==> config.mk <==
export PLATFORM = sky130hd
export DESIGN_NAME = vpage_xlat
export DESIGN_NICKNAME = d
export VERILOG_FILES = /design/src/rtl/vpage_pkg.sv /design/src/rtl/vpage_ctrl.sv /design/src/rtl/vpage_datapath.sv /design/src/rtl/vpage_xlat.sv
export SDC_FILE = /design/constraint.sdc
export NUM_CORES = 2
export LEC_CHECK = 0
export ABC_CLOCK_PERIOD_IN_PS = 11500
export BUFFER_PORTS_ARGS = -buffer_cell sky130_fd_sc_hd__clkbuf_2
export CORE_ASPECT_RATIO = 1.1
export CORE_MARGIN = 2
export CORE_UTILIZATION = 57
export CTS_CLUSTER_SIZE = 12
export DETAILED_ROUTE_END_ITERATION = 16
export PLACE_DENSITY_LB_ADDON = 0.25
export SETUP_SLACK_MARGIN = 0.5
export SLEW_MARGIN = 20
export SYNTH_ARGS = -nofsm -noshare
export SYNTH_HDL_FRONTEND = slang
export SYNTH_HIERARCHICAL = 1
export SYNTH_SLANG_ARGS = --single-unit
==> constraint.sdc <==
create_clock -name clk -period 11.5 [get_ports clk]
set_clock_uncertainty 0.2 [all_clocks]
set_input_delay 2.3 -clock clk [delete_from_list [all_inputs] [get_ports clk]]
set_output_delay 2.3 -clock clk [all_outputs]
set_load 0.1 [all_outputs]
==> src/rtl/vpage_pkg.sv <==
package vpage_pkg;
  localparam int AddrW  = 32;
  localparam int OffW   = 12;
  localparam int PageW  = AddrW - OffW;
  localparam int TidW   = 8;
  localparam int AttrW  = 5;
  localparam int PermW  = 6;
  localparam int UserW  = 4;
  localparam int SizeW  = 4;
  localparam int MaxSizeCode = 9;

  typedef struct packed {
    logic             valid;
    logic             prot;
    logic [TidW-1:0]  tid;
    logic             space;
    logic [SizeW-1:0] size;
    logic [PageW-1:0] epn;
    logic [AttrW-1:0] attr;
    logic [PageW-1:0] rpn;
    logic [UserW-1:0] user;
    logic [PermW-1:0] perm;
  } entry_t;

  typedef struct packed {
    logic wr;
    logic rd;
    logic inv;
  } strobe_t;

  // Page-number bits that take part in the compare for a size code.
  function automatic logic [PageW-1:0] pageMask(input logic [SizeW-1:0] code);
    int lowBits;
    lowBits = (code >= 1 && code <= MaxSizeCode) ? 2 * (int'(code) - 1) : 0;
    return ~((PageW'(1) << lowBits) - PageW'(1));
  endfunction

  // Permission bit index for access kind and mode.
  function automatic logic [2:0] permIndex(input logic [1:0] acc, input logic sup);
    logic [2:0] base;
    case (acc)
      2'd0:    base = 3'd0;
      2'd1:    base = 3'd2;
      default: base = 3'd4;
    endcase
    return base + {2'b00, ~sup};
  endfunction
endpackage

==> src/rtl/vpage_ctrl.sv <==
module vpage_ctrl
  import vpage_pkg::*;
#(
  parameter int NUM_ENTRIES = 16,
  localparam int IdxW = $clog2(NUM_ENTRIES)
) (
  input  logic             clk,
  input  logic             rst,
  input  logic             stgWrEn,
  input  logic [1:0]       stgSel,
  input  logic [AddrW-1:0] stgWrData,
  input  logic             entryWrite,
  input  logic             entryRead,
  input  logic             invAll,
  input  entry_t           rdEntry,
  output strobe_t          strobes,
  output logic [IdxW-1:0]  selIdx,
  output entry_t           stgEntry,
  output logic [AddrW-1:0] stgSelOut,
  output logic [AddrW-1:0] stgTagOut,
  output logic [AddrW-1:0] stgAttrOut,
  output logic [AddrW-1:0] stgRealOut
);
  localparam int IdxLsb = 16;

  always_ff @(posedge clk) begin
    if (rst) begin
      selIdx   <= '0;
      stgEntry <= '0;
    end else begin
      if (stgWrEn && stgSel == 2'd0)
        selIdx <= stgWrData[IdxLsb +: IdxW];
      if (entryRead) begin
        stgEntry <= rdEntry;
      end else if (stgWrEn) begin
        case (stgSel)
          2'd1: begin
            stgEntry.valid <= stgWrData[31];
            stgEntry.prot  <= stgWrData[30];
            stgEntry.tid   <= stgWrData[16 +: TidW];
            stgEntry.space <= stgWrData[12];
            stgEntry.size  <= stgWrData[8 +: SizeW];
          end
          2'd2: begin
            stgEntry.epn  <= stgWrData[AddrW-1:OffW];
            stgEntry.attr <= stgWrData[AttrW-1:0];
          end
          2'd3: begin
            stgEntry.rpn  <= stgWrData[AddrW-1:OffW];
            stgEntry.user <= stgWrData[6 +: UserW];
            stgEntry.perm <= stgWrData[PermW-1:0];
          end
          default: ;
        endcase
      end
    end
  end

  always_comb begin
    strobes.wr  = entryWrite;
    strobes.rd  = entryRead;
    strobes.inv = invAll;

    stgSelOut = '0;
    stgSelOut[IdxLsb +: IdxW] = selIdx;

    stgTagOut = '0;
    stgTagOut[31]          = stgEntry.valid;
    stgTagOut[30]          = stgEntry.prot;
    stgTagOut[16 +: TidW]  = stgEntry.tid;
    stgTagOut[12]          = stgEntry.space;
    stgTagOut[8 +: SizeW]  = stgEntry.size;

    stgAttrOut = '0;
    stgAttrOut[AddrW-1:OffW] = stgEntry.epn;
    stgAttrOut[AttrW-1:0]    = stgEntry.attr;

    stgRealOut = '0;
    stgRealOut[AddrW-1:OffW] = stgEntry.rpn;
    stgRealOut[6 +: UserW]   = stgEntry.user;
    stgRealOut[PermW-1:0]    = stgEntry.perm;
  end
endmodule

==> src/rtl/vpage_datapath.sv <==
module vpage_datapath
  import vpage_pkg::*;
#(
  parameter int NUM_ENTRIES = 16,
  localparam int IdxW = $clog2(NUM_ENTRIES)
) (
  input  logic             clk,
  input  logic             rst,
  input  strobe_t          strobes,
  input  logic [IdxW-1:0]  selIdx,
  input  entry_t           wrEntry,
  output entry_t           rdEntry,
  input  logic [AddrW-1:0] lkEa,
  input  logic [TidW-1:0]  lkPid,
  input  logic             lkSpace,
  input  logic [1:0]       lkAccess,
  input  logic             lkSuper,
  output logic             lkHit,
  output logic [AddrW-1:0] lkRa,
  output logic [AttrW-1:0] lkAttr,
  output logic             lkFault,
  output logic             lkMulti
);
  entry_t                 ents [NUM_ENTRIES];
  logic [NUM_ENTRIES-1:0] hitVec;
  logic [IdxW-1:0]        winIdx;
  entry_t                 winEnt;
  logic [PageW-1:0]       winMask;
  logic [PageW-1:0]       eaPage;

  assign eaPage  = lkEa[AddrW-1:OffW];
  assign rdEntry = ents[selIdx];

  always_ff @(posedge clk) begin
    if (rst) begin
      for (int i = 0; i < NUM_ENTRIES; i++) ents[i] <= '0;
    end else begin
      for (int i = 0; i < NUM_ENTRIES; i++) begin
        if (strobes.wr && selIdx == IdxW'(i))
          ents[i] <= wrEntry;
        else if (strobes.inv && !ents[i].prot)
          ents[i].valid <= 1'b0;
      end
    end
  end

  for (genvar g = 0; g < NUM_ENTRIES; g++) begin : g_match
    logic [PageW-1:0] cmpMask;
    logic             idOk;
    assign cmpMask   = pageMask(ents[g].size);
    assign idOk      = (ents[g].tid == '0) || (ents[g].tid == lkPid);
    assign hitVec[g] = ents[g].valid && (ents[g].space == lkSpace) && idOk &&
                       (((eaPage ^ ents[g].epn) & cmpMask) == '0);
  end

  always_comb begin
    winIdx = '0;
    for (int i = NUM_ENTRIES - 1; i >= 0; i--)
      if (hitVec[i]) winIdx = IdxW'(i);
  end

  assign winEnt  = ents[winIdx];
  assign winMask = pageMask(winEnt.size);
  assign lkHit   = |hitVec;
  assign lkMulti = (hitVec & (hitVec - 1'b1)) != '0;

  always_comb begin
    lkRa    = '0;
    lkAttr  = '0;
    lkFault = 1'b0;
    if (lkHit) begin
      lkRa    = {(winEnt.rpn & winMask) | (eaPage & ~winMask), lkEa[OffW-1:0]};
      lkAttr  = winEnt.attr;
      lkFault = !winEnt.perm[permIndex(lkAccess, lkSuper)];
    end
  end
endmodule

==> src/rtl/vpage_xlat.sv <==
module vpage_xlat
  import vpage_pkg::*;
#(
  parameter int NUM_ENTRIES = 16
) (
  input  logic        clk,
  input  logic        rst,
  input  logic        stgWrEn,
  input  logic [1:0]  stgSel,
  input  logic [31:0] stgWrData,
  input  logic        entryWrite,
  input  logic        entryRead,
  input  logic        invAll,
  input  logic [31:0] lkEa,
  input  logic [7:0]  lkPid,
  input  logic        lkSpace,
  input  logic [1:0]  lkAccess,
  input  logic        lkSuper,
  output logic        lkHit,
  output logic [31:0] lkRa,
  output logic [4:0]  lkAttr,
  output logic        lkFault,
  output logic        lkMulti,
  output logic [31:0] stgSelOut,
  output logic [31:0] stgTagOut,
  output logic [31:0] stgAttrOut,
  output logic [31:0] stgRealOut
);
  localparam int IdxW = $clog2(NUM_ENTRIES);

  strobe_t         strobes;
  logic [IdxW-1:0] selIdx;
  entry_t          stgEntry;
  entry_t          rdEntry;

  vpage_ctrl #(.NUM_ENTRIES(NUM_ENTRIES)) ctrl_i (
    .clk, .rst, .stgWrEn, .stgSel, .stgWrData, .entryWrite, .entryRead, .invAll,
    .rdEntry, .strobes, .selIdx, .stgEntry,
    .stgSelOut, .stgTagOut, .stgAttrOut, .stgRealOut
  );

  vpage_datapath #(.NUM_ENTRIES(NUM_ENTRIES)) dp_i (
    .clk, .rst, .strobes, .selIdx, .wrEntry(stgEntry), .rdEntry,
    .lkEa, .lkPid, .lkSpace, .lkAccess, .lkSuper,
    .lkHit, .lkRa, .lkAttr, .lkFault, .lkMulti
  );
endmodule

==> impl_results.html <==
<table>
<tr><th>Metric</th><th>Value</th></tr>
<tr><th colspan="2">Run status</th></tr>
<tr><td>Result of the run</td><td>finished clean</td></tr>
<tr><th colspan="2">Worst setup path</th></tr>
<tr><td>Data required time at the worst endpoint</td><td>around 9 ns</td></tr>
<tr><td>Logic depth of the worst register-to-register path</td><td>5</td></tr>
<tr><td>Startpoint kind of the worst setup timing path</td><td>primary input</td></tr>
<tr><td>Worst path most repeated cell</td><td>buf_6</td></tr>
<tr><td>Critical path startpoint</td><td>lkPid[5]</td></tr>
<tr><td>Startpoint of the worst register-to-register path</td><td>ctrl_i/selIdx[0]$_SDFFE_PP0P_</td></tr>
<tr><td>Critical path start-end classification</td><td>in2out</td></tr>
<tr><td>CP max-delay cell</td><td>or4_4</td></tr>
<tr><td>Delay of the slowest critical-path stage</td><td>0.54 ns</td></tr>
<tr><td>Endpoint of the most critical setup path</td><td>lkRa[20]</td></tr>
<tr><td>Biggest fanout along the worst timing path</td><td>7</td></tr>
<tr><td>Arrival time reported for the critical path endpoint</td><td>between 8 and 9 ns</td></tr>
<tr><td>Crit end category</td><td>primary output</td></tr>
<tr><td>End of the worst register-to-register path</td><td>dp_i/ents[0][1]$_SDFFCE_PN0P_</td></tr>
<tr><td>Slack of the worst reg-to-reg path</td><td>roughly 6.7 ns</td></tr>
<tr><th colspan="2">Timing</th></tr>
<tr><td>Max-slew headroom</td><td>between 20% and 30%</td></tr>
<tr><td>Final Critical Period</td><td>about 11 ns</td></tr>
<tr><td>Worst setup margin</td><td>between 0.04 and 0.05 ns</td></tr>
<tr><td>Worst-margin pin slew</td><td>around 1.2 ns</td></tr>
<tr><td>Total count of max-transition violations in the final report</td><td>0</td></tr>
<tr><td>Fmax</td><td>0.08730 GHz</td></tr>
<tr><td>Share of the clock period used by the worst path</td><td>~100%</td></tr>
<tr><td>Final setup violation count</td><td>0</td></tr>
<tr><td>Final hold violation count</td><td>0</td></tr>
<tr><td>Setup repair after global routing missed its margin</td><td>yes</td></tr>
<tr><th colspan="2">Clock network</th></tr>
<tr><td>Hold bufs inserted after CTS</td><td>0</td></tr>
<tr><td>CTS H-Tree Depth</td><td>4</td></tr>
<tr><td>Clk slew on worst S/H paths</td><td>roughly 0.06 ns</td></tr>
<tr><td>Clock sink count</td><td>1194</td></tr>
<tr><td>Clock insertion delay at the later pin of the skew report</td><td>slightly above 0.8 ns</td></tr>
<tr><td>Inserted Clock Buffers</td><td>between 100 and 150</td></tr>
<tr><td>Master cell of the clock root buffer</td><td>clkbuf_16</td></tr>
<tr><td>Max Buffers Root-to-Sink</td><td>3</td></tr>
<tr><td>Clock tree from TritonCTS</td><td>done</td></tr>
<tr><th colspan="2">Routing</th></tr>
<tr><td>Vias after detailed routing</td><td>~63000</td></tr>
<tr><td>DR pass1 iterations</td><td>8</td></tr>
<tr><td>Final ANT Viol Nets</td><td>0</td></tr>
<tr><td>Ratio of routed vias to standard cells</td><td>between 7 and 8</td></tr>
<tr><td>Number of design rule violations left after detail routing</td><td>0</td></tr>
<tr><td>Starting DRT DRC Count</td><td>about 9600</td></tr>
<tr><td>Routed wire length</td><td>about 310 mm</td></tr>
<tr><td>Per-cell routed wire length</td><td>approximately 35 um</td></tr>
<tr><th colspan="2">Floorplan</th></tr>
<tr><td>Die extent in x</td><td>about 350 um</td></tr>
<tr><td>Core area</td><td>130300 sq um</td></tr>
<tr><td>Num rows</td><td>~140</td></tr>
<tr><td>Ports placed on the boundary</td><td>between 200 and 300</td></tr>
<tr><td>Vertical die dimension</td><td>roughly 380 um</td></tr>
<tr><td>Initial Utilization</td><td>between 50% and 60%</td></tr>
<tr><td>Area of the die</td><td>between 100000 and 150000 sq um</td></tr>
<tr><th colspan="2">Worst hold path</th></tr>
<tr><td>HP Class</td><td>reg2reg</td></tr>
<tr><th colspan="2">Placement</th></tr>
<tr><td>Placer Congestion</td><td>1.065</td></tr>
<tr><td>Area after DPL</td><td>~80000 sq um</td></tr>
<tr><td>Hpwl dp</td><td>~220 mm</td></tr>
<tr><td>Worst slack at placement</td><td>-0.4932 ns</td></tr>
<tr><td>Number of buffer cells added on primary ports</td><td>just under 200</td></tr>
<tr><th colspan="2">Global routing</th></tr>
<tr><td>Vias in the first global route</td><td>59830</td></tr>
<tr><td>Remaining global-route overflow</td><td>0</td></tr>
<tr><td>Largest net degree at the start of global routing</td><td>about 120</td></tr>
<tr><td>First-pass GRT wire length</td><td>approximately 430 mm</td></tr>
<tr><td>Global-route usage over all layers</td><td>roughly 46%</td></tr>
<tr><td>Number of antenna violations at the first check in global routing</td><td>11</td></tr>
<tr><th colspan="2">Layout</th></tr>
<tr><td>Post-Route Utilization</td><td>between 60% and 70%</td></tr>
<tr><td>Layout cells sized above 1</td><td>around 25%</td></tr>
<tr><td>Area growth from synthesis to final layout</td><td>15.65%</td></tr>
<tr><td>Final Net Count</td><td>between 7000 and 8000</td></tr>
<tr><td>Layout Cell Area excl Fill</td><td>86240 sq um</td></tr>
<tr><th colspan="2">Power and ir drop</th></tr>
<tr><td>Worst vdd ir</td><td>around 0.00020 V</td></tr>
<tr><td>Power density over cell area</td><td>about 140 nW/um^2</td></tr>
<tr><td>Lkg Pwr</td><td>roughly 31 nW</td></tr>
<tr><td>Total power consumption of the routed design</td><td>0.01190 W</td></tr>
<tr><th colspan="2">Synth</th></tr>
<tr><td>Per-instance average area after synthesis</td><td>between 10 and 15 sq um</td></tr>
<tr><td>Count of synthesis-stage warnings from yosys</td><td>6</td></tr>
<tr><td>Count of mapped cells out of synthesis</td><td>6833</td></tr>
<tr><td>Netlist area before placement</td><td>roughly 75000 sq um</td></tr>
<tr><th colspan="2">Run</th></tr>
<tr><td>Max-Cap Viols</td><td>0</td></tr>
</table>
layout make-up:
cell class,instances,area [sq um]
Clock buffer,192,3659
Multi-Input combinational cell,4798,37270
Fill cell,9870,44020
Sequential cell,1194,35130
Antenna cell,6,15.01
Inverter,196,754.5
Clock inverter,53,649.4
Timing Repair Buffer,819,6651
Tap cell,1692,2117
through the flow:
stage          std cells  TNS [ns]  hold slack (ns)
3_5_place_dp        8621    -3.610           0.2843
2_1_floorplan       6886         0           0.2626
6_report            8950         0           0.2943
5_1_grt             8944   -0.1595           0.3090
3_3_place_gp        8621    -3.411           0.2712
4_1_cts             8908         0           0.2928
layer usage:
layer  global-route usage [%]  vias up  share of wire, %
met5                        0        -             0.018
met4                    34.76       10               9.2
met3                    12.36     1131                13
met2                    68.23     4858                44
met1                    57.67    31140                34
li1                         -    25870                 -
worst min path at each step:
stage               slack, ns                            endpoint  depth (start not counted)                               start
global route             0.31  ctrl_i/stgAttrOut[30]$_SDFFE_PP0P_                          2  ctrl_i/stgAttrOut[30]$_SDFFE_PP0P_
global placement         0.27  ctrl_i/stgAttrOut[27]$_SDFFE_PP0P_                          2  ctrl_i/stgAttrOut[27]$_SDFFE_PP0P_
CTS                      0.29    ctrl_i/stgEntry[68]$_SDFFE_PP0P_                          2    ctrl_i/stgEntry[68]$_SDFFE_PP0P_
detailed placement       0.28    ctrl_i/stgEntry[68]$_SDFFE_PP0P_                          2    ctrl_i/stgEntry[68]$_SDFFE_PP0P_
finish                   0.29    ctrl_i/stgEntry[68]$_SDFFE_PP0P_                          2    ctrl_i/stgEntry[68]$_SDFFE_PP0P_
floorplan                0.26    ctrl_i/stgEntry[55]$_SDFFE_PP0P_                          2    ctrl_i/stgEntry[55]$_SDFFE_PP0P_
power by group:
part	total (W)	switching (W)	leakage (nW)	internal, W
sequential	0.00519	0.000194	12.2	0.00499
clock	0.00426	0.00188	2.07	0.00239
combinational	0.00245	0.00161	16.9	0.000838
total	0.0119	0.00368	31.2	0.00822
repair_timing:
action,in CTS,in global routing
gates cloned,0,2
pin swaps,52,60
setup endpoints to repair,23,23
gates resized for setup,165,155
buffers inserted,42,33
flip-flops by register name, indices dropped and copies added (netlist names):
register,cells
ctrl_i/selIdx,4
ctrl_i/stgEntry,45
dp_i/ents,1120
ctrl_i/stgAttrOut,25
worst max-delay path: cells and delay by family:
kind	cells	cell delay, ns
xor+xnor	2	0.28
fa+ha+maj	2	0.38
simple gates	12	2.98
mux	2	0.57
compound gates	4	1.06
buf+inv	10	1.32
layout by cell type (no fill, tap or decap), types with 49 or more instances in the layout:
cell type and instances:
a211oi_1 139, a21oi_1 183, a31oi_1 91, and3_1 146, buf_12 57, buf_4 559, clkbuf_16 133, clkbuf_2 162
conb_1 54, dfxtp_1 70, edfxtp_1 1120, inv_1 184, mux2i_1 118, mux4_2 353, nand2_1 665, nand2b_1 119
nand3_1 79, nand4_1 49, nor2_1 922, nor3_1 75, nor4_1 67, o211ai_1 66, o21ai_0 130, xnor2_1 257
xor2_1 215
Note: power is estimated with default switching activity, not from simulation.
